`src/rtl/noise_gen_pkg.sv`:
```
package noise_gen_pkg;

  localparam int LFSR_W_DEF = 17;

  typedef struct packed {
    logic coreTick;
    logic halfTick;
    logic noiseTick;
  } noiseStrobes_t;

endpackage

```
`src/rtl/noise_gen_div.sv`:
```
module noise_gen_div #(
  parameter int CNT_W = 5
) (
  input  logic             clk,
  input  logic             rstN,
  input  logic             stepEn,
  input  logic [CNT_W-1:0] limit,
  output logic             tick
);

  logic [CNT_W-1:0] cnt;
  logic [CNT_W-1:0] lastVal;

  assign lastVal = (limit == '0) ? '0 : limit - 1'b1;
  assign tick    = stepEn && (cnt >= lastVal);

  always_ff @(posedge clk or negedge rstN) begin
    if (!rstN) begin
      cnt <= '0;
    end else if (stepEn) begin
      if (tick) cnt <= '0;
      else      cnt <= cnt + 1'b1;
    end
  end

  p_idle_hold_r2: assert property (@(posedge clk) disable iff (!rstN)
    !stepEn |=> $stable(cnt));

  p_restart_r7: assert property (@(posedge clk) disable iff (!rstN)
    tick |=> (cnt == '0));

endmodule

```
`src/rtl/noise_gen_ctrl.sv`:
```
module noise_gen_ctrl
  import noise_gen_pkg::*;
#(
  parameter int CORE_DIV = 8,
  parameter int HALF_DIV = 2,
  parameter int PER_W    = 5,
  parameter int WR_W     = 8
) (
  input  logic            clk,
  input  logic            rstN,
  input  logic            clkEn,
  input  logic            periodWe,
  input  logic [WR_W-1:0] periodIn,
  output noiseStrobes_t   strobes
);

  localparam int CORE_W = $clog2(CORE_DIV + 1);
  localparam int HALF_W = $clog2(HALF_DIV + 1);
  localparam logic [CORE_W-1:0] CORE_LIM = CORE_W'(CORE_DIV);
  localparam logic [HALF_W-1:0] HALF_LIM = HALF_W'(HALF_DIV);

  logic [PER_W-1:0] periodReg;
  logic             coreTick;
  logic             halfTick;
  logic             noiseTick;

  always_ff @(posedge clk or negedge rstN) begin
    if (!rstN)         periodReg <= '0;
    else if (periodWe) periodReg <= periodIn[PER_W-1:0];
  end

  noise_gen_div #(.CNT_W(CORE_W)) coreDiv (
    .clk    (clk),
    .rstN   (rstN),
    .stepEn (clkEn),
    .limit  (CORE_LIM),
    .tick   (coreTick)
  );

  noise_gen_div #(.CNT_W(HALF_W)) halfDiv (
    .clk    (clk),
    .rstN   (rstN),
    .stepEn (coreTick),
    .limit  (HALF_LIM),
    .tick   (halfTick)
  );

  noise_gen_div #(.CNT_W(PER_W)) perDiv (
    .clk    (clk),
    .rstN   (rstN),
    .stepEn (halfTick),
    .limit  (periodReg),
    .tick   (noiseTick)
  );

  assign strobes.coreTick  = coreTick;
  assign strobes.halfTick  = halfTick;
  assign strobes.noiseTick = noiseTick;

  p_period_load_r4: assert property (@(posedge clk) disable iff (!rstN)
    periodWe |=> (periodReg == $past(periodIn[PER_W-1:0])));

  p_half_in_core_r3: assert property (@(posedge clk) disable iff (!rstN)
    halfTick |-> coreTick);

  p_tick_needs_en_r9: assert property (@(posedge clk) disable iff (!rstN)
    noiseTick |-> clkEn);

  p_single_pulse_r9: assert property (@(posedge clk) disable iff (!rstN)
    noiseTick |=> !noiseTick);

endmodule

```
`src/rtl/noise_gen_lfsr.sv`:
```
module noise_gen_lfsr
  import noise_gen_pkg::*;
#(
  parameter int LFSR_W = LFSR_W_DEF,
  parameter int TAP_HI = 17,
  parameter int TAP_LO = 14,
  parameter logic [LFSR_W-1:0] SEED = LFSR_W'(1)
) (
  input  logic          clk,
  input  logic          rstN,
  input  noiseStrobes_t strobes,
  output logic          noiseBit
);

  logic [LFSR_W-1:0] lfsr;
  logic              feedback;

  assign feedback = lfsr[TAP_HI-1] ^ lfsr[TAP_LO-1];

  always_ff @(posedge clk or negedge rstN) begin
    if (!rstN) begin
      lfsr     <= SEED;
      noiseBit <= 1'b0;
    end else if (strobes.noiseTick) begin
      lfsr     <= {lfsr[LFSR_W-2:0], feedback};
      noiseBit <= lfsr[LFSR_W-1];
    end
  end

  p_never_zero_r1: assert property (@(posedge clk) disable iff (!rstN)
    lfsr != '0);

  p_hold_r6: assert property (@(posedge clk) disable iff (!rstN)
    !strobes.noiseTick |=> ($stable(lfsr) && $stable(noiseBit)));

  p_shift_r6: assert property (@(posedge clk) disable iff (!rstN)
    strobes.noiseTick |=> (lfsr[LFSR_W-1:1] == $past(lfsr[LFSR_W-2:0])));

  p_out_bit_r6: assert property (@(posedge clk) disable iff (!rstN)
    strobes.noiseTick |=> (noiseBit == $past(lfsr[LFSR_W-1])));

endmodule

```
`src/rtl/noise_gen.sv`:
```
module noise_gen
  import noise_gen_pkg::*;
#(
  parameter int CORE_DIV = 8,
  parameter int HALF_DIV = 2,
  parameter int PER_W    = 5,
  parameter int WR_W     = 8,
  parameter int LFSR_W   = LFSR_W_DEF
) (
  input  logic            clk,
  input  logic            rstN,
  input  logic            clkEn,
  input  logic            periodWe,
  input  logic [WR_W-1:0] periodIn,
  output logic            noiseBit,
  output logic            noiseTick
);

  noiseStrobes_t strobes;

  noise_gen_ctrl #(
    .CORE_DIV (CORE_DIV),
    .HALF_DIV (HALF_DIV),
    .PER_W    (PER_W),
    .WR_W     (WR_W)
  ) ctrl (
    .clk      (clk),
    .rstN     (rstN),
    .clkEn    (clkEn),
    .periodWe (periodWe),
    .periodIn (periodIn),
    .strobes  (strobes)
  );

  noise_gen_lfsr #(
    .LFSR_W (LFSR_W)
  ) dpath (
    .clk      (clk),
    .rstN     (rstN),
    .strobes  (strobes),
    .noiseBit (noiseBit)
  );

  assign noiseTick = strobes.noiseTick;

endmodule

```
`config.mk`:
```
export PLATFORM = sky130hd
export DESIGN_NAME = noise_gen
export DESIGN_NICKNAME = d
export VERILOG_FILES = /design/src/rtl/noise_gen_pkg.sv /design/src/rtl/noise_gen_div.sv /design/src/rtl/noise_gen_ctrl.sv /design/src/rtl/noise_gen_lfsr.sv /design/src/rtl/noise_gen.sv
export SDC_FILE = /design/constraint.sdc
export NUM_CORES = 1
export LEC_CHECK = 0
export BUFFER_PORTS_ARGS = -buffer_cell sky130_fd_sc_hd__buf_2
export CAP_MARGIN = 20
export CORE_MARGIN = 1
export CORE_UTILIZATION = 58
export CTS_CLUSTER_SIZE = 28
export DETAILED_ROUTE_END_ITERATION = 10
export MAX_ROUTING_LAYER = met4
export PLACE_DENSITY = 0.78
export SETUP_SLACK_MARGIN = 0.2
export SYNTH_ARGS = -nofsm -noshare
export SYNTH_HDL_FRONTEND = slang
export SYNTH_SLANG_ARGS = --single-unit
```
`constraint.sdc`:
```
create_clock -name clk -period 3.1 [get_ports clk]
set_input_delay 0.62 -clock clk [delete_from_list [all_inputs] [get_ports clk]]
set_output_delay 0.62 -clock clk [all_outputs]
set_load 0.01 [all_outputs]
```
Yosys cells after proc, flatten, opt, wreduce, memory -nomap -nowiden
Cells that the tools add are included.
{ "word_totals": {"ff_bits": 34, "elab_cells": 22} }
{ "classes": {"n_addsub": 4, "order_cmp": 3, "mux": 4, "bitwise_logic": 1, "reduce_logical": 4} }
{ "op_table": {"columns": ["cell", "n"], "rows": [
  ["$mux 5", 2],
  ["$add 5x1->5 const B", 1],
  ["$ge 5x5->1", 1],
  ["$logic_not 5->1", 1],
  ["$sub 5x1->5 const B", 1],
  ["$add 4x1->4 const B", 1],
  ["$ge 4x3->1 const B", 1],
  ["$mux 4", 1],
  ["$logic_and 1x1->1", 3],
  ["$add 2x1->2 const B", 1],
  ["$ge 2x1->1 const B", 1],
  ["$mux 2", 1],
  ["$xor 1x1->1", 1]
]} }

Depth between registers and ports, before layout
{ "logic_depth": {"word_depth": 5, "depth_mapped": 12} }

Hierarchy
A second synthesis with hierarchy kept.
{ "hier_totals": {"cells_unflattened": 163, "hier_area_um2": 1913.1} }
{ "by_module_without_submodules": {"columns": ["mod", "instances", "cells_each", "area_per_inst_um2", "seq_area_each_um2"], "rows": [
  ["noise_gen_lfsr", 1, 40, 721.9, 451.7],
  ["noise_gen_div (ctrl.perDiv)", 1, 55, 484.2, 125.1],
  ["noise_gen_div (ctrl.coreDiv)", 1, 38, 337.8, 100.1],
  ["noise_gen_ctrl", 1, 15, 211.5, 125.1],
  ["noise_gen_div (ctrl.halfDiv)", 1, 15, 157.7, 50.0]
]} }

Worst setup path before layout
Ideal clock, no wire load.
{ "synth_timing": {"kind": "register to output", "startpoint": "register ctrl.periodReg[0]", "endpoint": "output noiseTick", "arrival_time_ns": 2.114, "setup_slack_ns": 0.366, "stages_incl_launch_ff": 12, "path_buffers": 1, "cell_sequence": "dfrtp_1 > inv_1 > ha_1 > nand2_1 > nor2_1 > or2_2 > ha_1 > a31oi_1 > o21ai_0 > nand2_2 > buf_6 > inv_1"} }
{ "synth_via": {"elab_chain_len": 4, "word_cells_on_any_way": 5} }
{ "synth_lines": {"columns": ["item", "line", "rtl"], "rows": [
  ["start, declared", "noise_gen_ctrl.sv:22", "logic [PER_W-1:0] periodReg;"],
  ["start signal, assigned", "noise_gen_ctrl.sv:29", "else if (periodWe) periodReg <= periodIn[PER_W-1:0];"],
  ["$sub 5x1->5 / $logic_not 5->1 (equally long branches)", "noise_gen_div.sv:14", "assign lastVal = (limit == '0) ? '0 : limit - 1'b1;"],
  ["$mux 5 (*)", "noise_gen_div.sv:14", null],
  ["$ge 5x5->1 (*)", "noise_gen_div.sv:15", "assign tick = stepEn && (cnt >= lastVal);"],
  ["$logic_and 1x1->1 (*)", "noise_gen_div.sv:15", null],
  ["end, declared", "noise_gen.sv:16", "output logic noiseTick"]
]} }
Mark *: on every way between the ends. The rest lies on a longest branch, timed or not.

Worst setup path in the final report
{ "layout_timing": {"startpoint": "register ctrl.periodReg[3]", "endpoint": "output noiseTick"} }
The elaborated chain is that of the path after synthesis.

==> flow_metrics.tcl <==
set metrics [dict create \
    status "finished, final reports clean" \
    ys_warn_count 0 \
    numCtsBuffers 5 \
    hold_viol 0 \
    ir_worst_vdd_uv 539 \
    globalplace.congestion 0.733 \
    fmax_ghz 0.337 \
    crit_path_end_kind "primary output" \
    diodes 0 \
    drcViolationCount 0 \
    crit_top_cell "nor2_1" \
    p_int_uw 924 \
    area_growth_pct 24.7 \
    dpl.hpwl_um 1960 \
    drt_iter0_drc 57 \
    synth-seq-cells 34 \
    path_clk_slew_ps 100 \
    core_mm2 0.00257 \
    antenna_found_initial 0 \
    maxCapViolCount 0 \
    die_h_um 55.1 \
    dpl-instance-area_mm2 0.00171 \
    reg2reg_from "ctrl.periodReg[3]" \
    first_global_vias 1119 \
    seqPwrFrac_pct 40.8 \
    grt_use_total_pct 24.0 \
    max_stage_delay_ps 460 \
    setup_viol 0 \
    ios 14 \
    rows 18 \
    overflow 0 \
    swShare_pct 34.0 \
    p_comb_share_pct 37.8 \
    cts_buffer_depth 2 \
    p_leak_uw 0.00101 \
    period_share_pct 95.7 \
    synth_top_area_share_pct 50.5 \
    finClkSkew_ps 12.2 \
    synth.avg_cell_area_um2 11.1 \
    hold_class "input pin to asynchronous set/reset pin" \
    pwr-share-clk_pct 21.4 \
    chipWidth_um 55.1 \
    ys_types 32 \
    tns_ps 0 \
    slew_headroom_pct 51.3 \
    worst_pin_slew_ps 730 \
    htreeDepth 2 \
    dr_total_vias 1233 \
    post-route-min-period_ps 2970 \
    finalWirelength_um 3520 \
    rrSetupSlack_ps 170 \
    drive_gt1_share_pct 42.8 \
    grt_pass1_wl_um 4660 \
    vias_per_cell 5.87 \
    cp-start-kind "flop" \
    fin_area_mm2 0.00204 \
    cts_root_buffer "clkbuf_4" \
    syn_area_mm2 0.00164 \
    startpoint "ctrl.periodReg[3]" \
    crit_fanout 5 \
    synth_largest_area_cell "dfrtp_1" \
    firstDrtPassIters 4 \
    crit_path_cell_trace "nor2_1, nand2_4, nor2_4, nor2_1, ha_1, nand2b_4, a31oi_4, o21ai_2, nand2_2, inv_2, buf_6" \
    grt_max_degree 35 \
    dieArea_mm2 0.00304 \
    worstSetupPathType "flop to primary output" \
    syn_nets 170 \
    avgRoutedWirePerCell_um 16.8 \
    cp_slowest_cell "dfrtp_1" \
    rsz0062_at_grt "yes" \
    crit_required_ps 2480 \
    start_util_pct 63.7 \
    numPortBuffers 10 \
    cts_tree "yes" \
    synth_cells 148 \
    synth-seq-area-share_pct 52.1 \
    final_nets 201 \
    switchingPower_uw 476 \
    synthTopCellsByArea "dfrtp_1, mux2_2, ha_1, o21ai_0, inv_1" \
    drv_slew 0 \
    clkSinkCount 34 \
    power.density_mw_per_mm2 686 \
    critPathArrivalTime_ps 2350 \
    antenna_left 0 \
    clkLatencyLatePin_ps 340 \
]
synthesized netlist by cell type (all sizes together):
cell type	n
nor3	1
or4	2
dfrtp	33
xnor2	1
o21a	1
o21ai	16
a31oi	1
nor2	6
dfstp	1
clkbuf	2
buf	1
nor3b	1
nand3	7
nor2b	4
or2	2
nand2b	2
a22o	1
a21oi	7
ha	10
o32ai	1
a21o	1
inv	13
mux2i	1
nand2	14
mux2	19
layout make-up:
cell class	count	area, µm²
Sequential cell	34	852
Multi-Input combinational cell	98	827
Fill cell	157	527
Timing Repair Buffer	27	196
Clock buffer	8	78.8
Inverter	13	48.8
Tap cell	30	37.5
cell usage in the layout (no fill, tap or decap), types with 4 or more instances in the layout:
cell / Yosys / final
buf_2: 0 / 9
clkbuf_4: 0 / 5
inv_1: 13 / 10
ha_1: 10 / 7
nand3_1: 7 / 7
o21ai_0: 16 / 15
dfrtp_1: 33 / 33
nand2_1: 13 / 12
a21oi_2: 1 / 4
buf_4: 0 / 16
mux2_2: 18 / 18
cells by family (layout without fill, tap and decap cells):
| logic type | count (synthesis) | after routing | share of synthesized area, % |
|---|---|---|---|
| flip-flops | 34 | 34 | 52.1 |
| XOR/XNOR | 1 | 1 | 0.535 |
| AND/OR/NAND/NOR | 39 | 39 | 12.2 |
| multiplexers | 20 | 20 | 13.7 |
| adder cells (fa/ha/maj) | 10 | 10 | 7.65 |
| AO/OA/AOI/OAI | 28 | 28 | 9.63 |
| buffers and inverters | 16 | 48 | 4.20 |
repair_timing:
item | 4_1_cts | 5_1_grt
pin swaps | 4 | 7
hold endpoints to repair | 0 | 0
setup endpoints to repair | 1 | 19
buffers inserted | 13 | 3
gates resized for setup | 13 | 18
hold buffers | 0 | 0
layer usage:
layer	part of all wire (%)	global-route usage, %
met1	40	25.9
met3	5.9	7.92
met5	0	-
met2	52	39.6
met4	1.8	12.1
power groups by stage:
stage	registers (µW)	clock network (µW)	logic (µW)
floorplan	558	0	228
global placement	567	0	269
detailed placement	574	0	296
CTS	568	307	403
global route	580	321	565
finish	572	299	529
state kept, by name, summed over array words and instances, names as in the netlist:
name              cells
dpath.noiseBit        1
ctrl.periodReg        5
dpath.lfsr           17
ctrl.perDiv.cnt       5
ctrl.halfDiv.cnt      2
ctrl.coreDiv.cnt      4
path summary, 6_finish.rpt:
check	end	cells past startpoint
max in group asynchronous	dpath.lfsr[8]	1
min in group clk	ctrl.periodReg[4]	3
max	noiseTick	11
min	ctrl.perDiv.cnt[4]	1
min reg2reg	dpath.lfsr[4]	1
max reg2reg	dpath.lfsr[15]	15
per-stage QoR:
| stage | power, µW | hold slack [ps] | instances | setup slack (ps) | util, % |
|---|---|---|---|---|---|
| final | 1400 | 322 | 210 | 135 | 79.5 |
| after floorplan | 786 | 324 | 148 | 366 | - |
| after global routing | 1470 | 380 | 210 | 77.9 | 79.5 |
| after global placement | 836 | 461 | 186 | 350 | 66.7 |
| after detailed placement | 870 | 487 | 186 | 294 | 66.7 |
| after CTS | 1280 | 334 | 207 | 202 | 75.1 |
worst max-delay path: cells and delay by family (launching register included):
kind | cells | cell delay (ps)
and+or+nand+nor | 6 | 790
DFF | 1 | 460
AOI/OAI and AO/OA | 2 | 330
adders and majority gates | 1 | 270
buffers and inverters | 2 | 160
Power figures use the tool's default switching activity.
